File: src/rtl/mrom_pkg.sv
package mrom_pkg;

    typedef enum logic [1:0] {
        ST_PWRUP   = 2'd0,
        ST_IDLE    = 2'd1,
        ST_ACCESS  = 2'd2,
        ST_RELEASE = 2'd3
    } rd_state_e;

    localparam int OE_ACT_LOW  = 0;
    localparam int OE_ACT_HIGH = 1;
    localparam int OE_FIXED    = 2;

    // Nanoseconds to whole clock cycles, rounded up, never below one.
    function automatic int ns_to_cyc(input int ns, input int clk_ns);
        int c;
        c = (ns + clk_ns - 1) / clk_ns;
        return (c < 1) ? 1 : c;
    endfunction

    function automatic int max2(input int a, input int b);
        return (a > b) ? a : b;
    endfunction

endpackage

File: src/rtl/mrom_wait_timer.sv
module mrom_wait_timer #(
    parameter int W       = 5,
    parameter int RST_VAL = 0
) (
    input  logic         clk,
    input  logic         rst,
    input  logic         load,
    input  logic [W-1:0] load_val,
    output logic         done
);
    logic [W-1:0] cnt;

    always_ff @(posedge clk) begin
        if (rst)
            cnt <= W'(RST_VAL);
        else if (load)
            cnt <= load_val;
        else if (cnt != '0)
            cnt <= cnt - 1'b1;
    end

    assign done = (cnt == '0);
endmodule

File: src/rtl/mrom_lane.sv
module mrom_lane #(
    parameter int DATA_W = 16
) (
    input  logic              word,
    input  logic [DATA_W-1:0] dq,
    output logic [DATA_W-1:0] data
);
    localparam int BYTE_W = DATA_W / 2;

    always_comb begin
        if (word)
            data = dq;
        else
            data = {{(DATA_W-BYTE_W){1'b0}}, dq[BYTE_W-1:0]};
    end
endmodule

File: src/rtl/mrom_oe_pin.sv
module mrom_oe_pin #(
    parameter int OE_POL = 0
) (
    input  logic oe_act,
    output logic pin
);
    generate
        if (OE_POL == mrom_pkg::OE_ACT_LOW) begin : g_low
            assign pin = ~oe_act;
        end else if (OE_POL == mrom_pkg::OE_ACT_HIGH) begin : g_high
            assign pin = oe_act;
        end else begin : g_fixed
            logic unused_act;
            assign unused_act = oe_act;
            assign pin = 1'b0;
        end
    endgenerate
endmodule

File: src/rtl/mrom_rd_ctrl.sv
module mrom_rd_ctrl #(
    parameter int CLK_NS   = 10,
    parameter int PWRUP_NS = 200,
    parameter int TACC_NS  = 100,
    parameter int TOE_NS   = 25,
    parameter int TDF_NS   = 25,
    parameter int TMODE_NS = 100,
    parameter int OE_POL   = 0,
    parameter int ROW_W    = 22,
    parameter int DATA_W   = 16
) (
    input  logic              clk,
    input  logic              rst,
    input  logic              req,
    input  logic [ROW_W:0]    addr,
    input  logic              byte_mode,
    output logic              ack,
    output logic [DATA_W-1:0] rdata,
    output logic [ROW_W-1:0]  rom_addr,
    output logic              rom_word,
    output logic              rom_ce_n,
    output logic              rom_oe,
    output logic              rom_a1_o,
    output logic              rom_a1_oe,
    input  logic [DATA_W-1:0] rom_dq_i
);
    import mrom_pkg::*;

    localparam int NPW  = ns_to_cyc(PWRUP_NS, CLK_NS);
    localparam int NACC = max2(ns_to_cyc(TACC_NS, CLK_NS), ns_to_cyc(TOE_NS, CLK_NS));
    localparam int NCHG = max2(NACC, ns_to_cyc(TMODE_NS, CLK_NS));
    localparam int NDF  = ns_to_cyc(TDF_NS, CLK_NS);
    localparam int NMAX = max2(max2(NPW, NCHG), NDF);
    localparam int TW   = $clog2(NMAX + 1);

    rd_state_e         state;
    logic              oe_act;
    logic              t_load;
    logic [TW-1:0]     t_val;
    logic              t_done;
    logic              new_word;
    logic [ROW_W-1:0]  new_row;
    logic [DATA_W-1:0] lane_data;

    mrom_wait_timer #(.W(TW), .RST_VAL(NPW - 1)) u_timer (
        .clk      (clk),
        .rst      (rst),
        .load     (t_load),
        .load_val (t_val),
        .done     (t_done)
    );

    mrom_lane #(.DATA_W(DATA_W)) u_lane (
        .word (rom_word),
        .dq   (rom_dq_i),
        .data (lane_data)
    );

    mrom_oe_pin #(.OE_POL(OE_POL)) u_oe (
        .oe_act (oe_act),
        .pin    (rom_oe)
    );

    assign new_word = ~byte_mode;
    assign new_row  = byte_mode ? addr[ROW_W:1] : addr[ROW_W-1:0];

    // Timer reload: access window on request, float window on sample.
    always_comb begin
        t_load = 1'b0;
        t_val  = '0;
        if (state == ST_IDLE && req) begin
            t_load = 1'b1;
            t_val  = (new_word != rom_word) ? TW'(NCHG - 1) : TW'(NACC - 1);
        end else if (state == ST_ACCESS && t_done) begin
            t_load = 1'b1;
            t_val  = TW'(NDF - 1);
        end
    end

    always_ff @(posedge clk) begin
        if (rst) begin
            state     <= ST_PWRUP;
            ack       <= 1'b0;
            rdata     <= '0;
            rom_addr  <= '0;
            rom_word  <= 1'b1;
            rom_ce_n  <= 1'b1;
            oe_act    <= 1'b0;
            rom_a1_o  <= 1'b0;
            rom_a1_oe <= 1'b0;
        end else begin
            ack <= 1'b0;
            case (state)
                ST_PWRUP: begin
                    if (t_done) state <= ST_IDLE;
                end
                ST_IDLE: begin
                    if (req) begin
                        rom_addr  <= new_row;
                        rom_word  <= new_word;
                        rom_a1_o  <= byte_mode & addr[0];
                        rom_a1_oe <= byte_mode;
                        rom_ce_n  <= 1'b0;
                        oe_act    <= 1'b1;
                        state     <= ST_ACCESS;
                    end
                end
                ST_ACCESS: begin
                    if (t_done) begin
                        rdata    <= lane_data;
                        ack      <= 1'b1;
                        rom_ce_n <= 1'b1;
                        oe_act   <= 1'b0;
                        state    <= ST_RELEASE;
                    end
                end
                default: begin
                    if (t_done) state <= ST_IDLE;
                end
            endcase
        end
    end
endmodule

File: config.mk
export PLATFORM = sky130hd
export DESIGN_NAME = mrom_rd_ctrl
export DESIGN_NICKNAME = d
export VERILOG_FILES = /design/src/rtl/mrom_pkg.sv /design/src/rtl/mrom_wait_timer.sv /design/src/rtl/mrom_lane.sv /design/src/rtl/mrom_oe_pin.sv /design/src/rtl/mrom_rd_ctrl.sv
export SDC_FILE = /design/constraint.sdc
export NUM_CORES = 1
export LEC_CHECK = 0
export CAP_MARGIN = 20
export CELL_PAD_IN_SITES_DETAIL_PLACEMENT = 2
export CELL_PAD_IN_SITES_GLOBAL_PLACEMENT = 2
export CORE_UTILIZATION = 27
export CTS_CLUSTER_DIAMETER = 60
export CTS_CLUSTER_SIZE = 24
export DETAILED_ROUTE_END_ITERATION = 10
export HOLD_SLACK_MARGIN = 0.02
export PLACE_DENSITY_LB_ADDON = 0.1
export SETUP_SLACK_MARGIN = 0.5
export SYNTH_ARGS = -nofsm -noshare
export SYNTH_HDL_FRONTEND = slang
export SYNTH_HIERARCHICAL = 1
export SYNTH_SLANG_ARGS = --single-unit
export TNS_END_PERCENT = 1
File: constraint.sdc
create_clock -name clk -period 2.6 [get_ports clk]
set_input_delay 0.52 -clock clk [delete_from_list [all_inputs] [get_ports clk]]
set_output_delay 0.52 -clock clk [all_outputs]
set_load 0.1 [all_outputs]
# Word-level counts from Yosys, hierarchy flattened
# Index checks and enable logic that the tools add are counted.
# word_totals
regBits	51
elab_cells	50
# classes
bitwise	4
addsub	1
muxes	19
eq_ne	4
reduce_logical	12
# op_table
cell	n
$mux W22	1
$mux W16	1
$mux W5	2
$mux W2	4
$mux W1	7
$reduce_and A3 Y1	2
$reduce_bool A2 Y1	3
$logic_not A5 Y1	1
$reduce_bool A5 Y1	1
$sub A5 B1 Y5 const B	1
$mux W4	1
$ne A2 B2 Y1 const B	2
$pmux W1 S2	2
$pmux W2 S2	1
$reduce_and A2 Y1	2
$not A1 Y1	3
$eq A2 B1 Y1 const B	1
$eq A2 B2 Y1 const B	1
$logic_and A1 B1 Y1	2
$reduce_or A2 Y1	1
$and A1 B1 Y1	1

# Logic depth before layout (Yosys ltp)
# logic_depth
ltp_word	5
depth_mapped	9
ltp_nobuf	7

# By module
# The synthesis kept the hierarchy.
# by_module_without_submodules
module	area_each_um2	seq_area_each_um2	cells_each	instances
mrom_rd_ctrl	2178.3	920.9	215	1
mrom_wait_timer	264.0	100.1	29	1
mrom_lane	110.1	0.0	16	1
mrom_oe_pin	3.8	0.0	1	1

# Least setup slack after synthesis
# No wires, ideal clock.
# synth_path
path_kind	reg2reg
startpoint	reg u_timer.cnt[0]
endpoint	reg u_timer.cnt[1]
t_arrival_ns	1.905
path_stages_with_launch	10
setup_slack_ns	0.551
period_less_slack_ns	2.049
path_cell_list	dfxtp_1 -> inv_1 -> ha_1 -> nor4b_4 -> nand2_2 -> buf_2 -> nand2_1 -> clkbuf_1 -> nand3b_1 -> o311ai_0
# synth_via
elab_chain_len	5
elab_cells_between_ends	11
# synth_rtl
item	line	text
start: declaration	mrom_wait_timer.sv:11	logic [W-1:0] cnt;
start signal: assignment	mrom_wait_timer.sv:15	cnt <= W'(RST_VAL);
start signal: assignment	mrom_wait_timer.sv:17	cnt <= load_val;
start signal: assignment	mrom_wait_timer.sv:19	cnt <= cnt - 1'b1;
$logic_not A5 Y1 *	mrom_wait_timer.sv:22	assign done = (cnt == '0);
net t_done	mrom_rd_ctrl.sv:40	logic t_done;
$logic_and A1 B1 Y1 *	mrom_rd_ctrl.sv:74	end else if (state == ST_ACCESS && t_done) begin
$mux W1 *	mrom_rd_ctrl.sv:74	
$mux W1 *	mrom_rd_ctrl.sv:71	if (state == ST_IDLE && req) begin
net t_load	mrom_rd_ctrl.sv:38	logic t_load;
$mux W5 or $reduce_bool A2 Y1 (tied branches)	--	
# The timed path passes the listed nets; every way through them passes the cells marked *. The select of a mux whose other input is x is not followed.
# A chain may end at the register's enable or synchronous reset.

# Worst setup path in the final report
# layout_path
startpoint	reg u_timer.cnt[1]
endpoint	reg u_timer.cnt[3]
# The elaborated chain is that of the path after synthesis.

==> results.yml <==
sta:
  timing.final.hold_violations: 0
  max_slew_margin: 0.5434
  worst_clock_skew_ns: 0.009703
  rsz_0062_raised_after_global_routing: "no"
  timing.fmax_mhz: 533.8
  final.setup.tns_ns: 0
  final_setup_vio_count: 0
  post-route-worst-setup-slack_ns: 0.7267
  fin_crit_sh: 0.7205
  worst_pin_slew_ns: 0.6849
  finalCriticalPeriod_ns: 1.873
  final_max_slew_viol_count: 0
logic_synthesis:
  synth_largest_area_cell: "dfxtp_1"
  netlist_area_mm2: 0.002556
  netlist_top_cells_area: "dfxtp_1 40%, a211oi_2 11%, mux2i_1 9.0%"
  unique_masters_post_synth: 42
  netlist_instances: 261
  number_of_warnings_issued_by_yosys: 6
  synth-seq-cells: 51
  netlist.area_leader.share: 0.3994
  yosysSeqAreaShare: 0.3994
  synth.avg_cell_area_um2: 9.794
power_and_ir_drop:
  power.density_cell_area_mw_per_mm2: 675.2
  standby_leakage_power_nw: 1.289
  worst_ir_drop_vdd_uv: 298.9
  design_power_total_mw: 2.282
floorplan:
  io_count: 87
  floorplan.die.width_um: 99.30
  effective_utilization_at_floorplan: 0.2780
  core_region_area_mm2: 0.009196
  area_enclosed_by_the_die_boundary_mm2: 0.009860
  placement_rows: 35
  die_h_um: 99.30
clock_tree:
  inserted_clock_buffers: 5
  h-tree-depth: 2
  tritoncts: "built"
  clock_tree.root_cell: "clkbuf_8"
  cts_setup_buffers: 2
  numClockSinks: 51
  clk_pin_slew_ns: 0.10
  clock_latency_ns: 0.31
  cts_buffer_depth: 2
  hold_buffers: 0
  post_cts_resize_count: 0
grt:
  first_global_vias: 2195
  residual_overflow_from_global_routing: 0
  global_route_wire_length_before_repair_um: 11160
  antenna_violations_before_repair: 0
  grt_max_degree: 37
  grt_usage: 0.1428
detailed_routing:
  viasPerCell: 4.608
  route.detailed.wl_per_inst_um: 14.99
  detailroute.via_count: 2069
  drt_first_pass_iters: 4
  final_antenna_net_count: 0
  detail_route.drc_violations: 0
  wirelength_um: 6729
  drt_initial_violations: 37
critical_path:
  regToRegStartpoint: "u_timer/cnt[1]$_SDFFE_PP1P_"
  crit_path_start_kind: "flip-flop"
  critical_path.endpoint_type: "flip-flop"
  worstPathRequired_ns: 2.84
  critical_path.max_fanout: 11
  worst-r2r-setup-slack_ns: 0.73
  rr_worst_depth: 7
  crit-reg2reg-capture: "u_timer/cnt[3]$_SDFFE_PP0P_"
  crit_type: "flip-flop to flip-flop"
  critical_path.startpoint: "u_timer/cnt[1]$_SDFFE_PP1P_"
  cp-endpoint: "u_timer/cnt[3]$_SDFFE_PP0P_"
  arrival_ns: 2.11
final_layout:
  layout_commonest_cell: "dfxtp_1"
  finish.cell_count_without_fillers: 449
  multiInputGateArea_mm2: 0.001291
  num_antenna_cells: 0
  sequential_cell_area_mm2: 0.001021
  commonest_cells_after_routing_fill_and_taps_aside: "51 x dfxtp_1, 50 x buf_4, 41 x clkdlybuf4s50_1"
  drive_gt1_frac: 0.3254
  final_design_area_no_fill_mm2: 0.003379
  final_nets: 385
  fillers: 1023
  flow.area_growth_from_synthesis_pct: 32.21
flow_run:
  drv_cap: 0
placed_design:
  placed_cells: 439
  place.detailed.hpwl_um: 4829
  place_ws_ns: 0.4457
  finalWeightedCongestion: 0.6835
  port-buffer-count: 86
  postPlaceCellArea_mm2: 0.003276
worst_hold_path:
  holdCritPathClass: "flip-flop to flip-flop"
outcome:
  run_status: "finished, final reports clean"
==> cells by family after synthesis <==
logic type | share of synthesized area
adders and majority gates | 0.02447
AOI/OAI and AO/OA | 0.2012
other | 0.001467
buffers and inverters | 0.09691
and+or+nand+nor | 0.1703
DFF | 0.3994
muxes | 0.09594
xor gates and xnor gates | 0.01028
==> flip-flops by register name (all words and copies together), names as in the netlist <==
signal,cells
state,2
rom_a1_oe,1
rom_word,1
u_timer/cnt,5
oe_act,1
rom_a1_o,1
rdata,16
rom_addr,22
rom_ce_n,1
ack,1
==> cell type report <==
cell class | instances | area share
Sequential cell | 51 | 0.3021
Inverter | 7 | 0.008515
Multi-Input combinational cell | 179 | 0.3821
Tap cell | 111 | 0.04110
Clock buffer | 5 | 0.02036
Clock inverter | 3 | 0.005924
Timing Repair Buffer | 93 | 0.2399
==> worst min-delay path by stage <==
stage                                     start                     endpoint  slack, ns  depth (start not counted)
detailed placement       rdata[15]$_SDFFE_PP0P_       rdata[15]$_SDFFE_PP0P_       0.45                          2
global route              rdata[2]$_SDFFE_PP0P_        rdata[2]$_SDFFE_PP0P_       0.49                          2
finish                   rdata[15]$_SDFFE_PP0P_       rdata[15]$_SDFFE_PP0P_       0.46                          2
floorplan           u_timer/cnt[4]$_SDFFE_PP1P_  u_timer/cnt[4]$_SDFFE_PP1P_       0.48                          2
global placement          rdata[3]$_SDFFE_PP0P_        rdata[3]$_SDFFE_PP0P_       0.44                          2
CTS                      rdata[15]$_SDFFE_PP0P_       rdata[15]$_SDFFE_PP0P_       0.47                          2
==> worst max-delay path, cell delays in order (launching register included) <==
cell and delay (ns):
dfxtp_1 0.38, inv_1 0.06, ha_1 0.23, nor4b_4 0.16, nand2_2 0.08, nand2_1 0.23, or3_2 0.54, o22ai_1 0.12
==> cells in the mapped netlist, drive strengths merged <==
cell / n
conb: 1
a21oi: 22
o31a: 1
nand3: 1
nor4b: 1
and2: 9
o21a: 1
o41ai: 1
a211oi: 22
buf: 23
nor3: 1
a211o: 1
o31ai: 2
mux2: 1
or3: 3
nor2b: 3
o311ai: 1
inv: 7
clkbuf: 2
nand3b: 1
o21bai: 1
o21ai: 4
nand2: 40
ha: 5
xnor2: 3
nor2: 29
dfxtp: 51
mux2i: 23
o22ai: 1
==> stage by stage <==
step                hold slack [ns]    util
detailed placement           0.4520  0.3562
floorplan                    0.4793       -
CTS                          0.4681  0.3675
finish                       0.4611  0.3675
global route                 0.4930  0.3675
global placement             0.4441  0.3562
==> routing by layer <==
layer	part of all wire	global-route usage	wire (um)
met3	0.039	0.02600	261
met2	0.48	0.2452	3241
met5	0	0	0
met4	0.0056	0.04072	38
met1	0.47	0.1831	3187
==> power breakdown <==
part           internal (mW)  total, mW  switching [mW]
clock                  0.188      0.473           0.284
combinational          0.250      0.885           0.635
sequential             0.863      0.924          0.0612
total                   1.30       2.28           0.981
No activity file was read; power rests on OpenSTA's default activity.
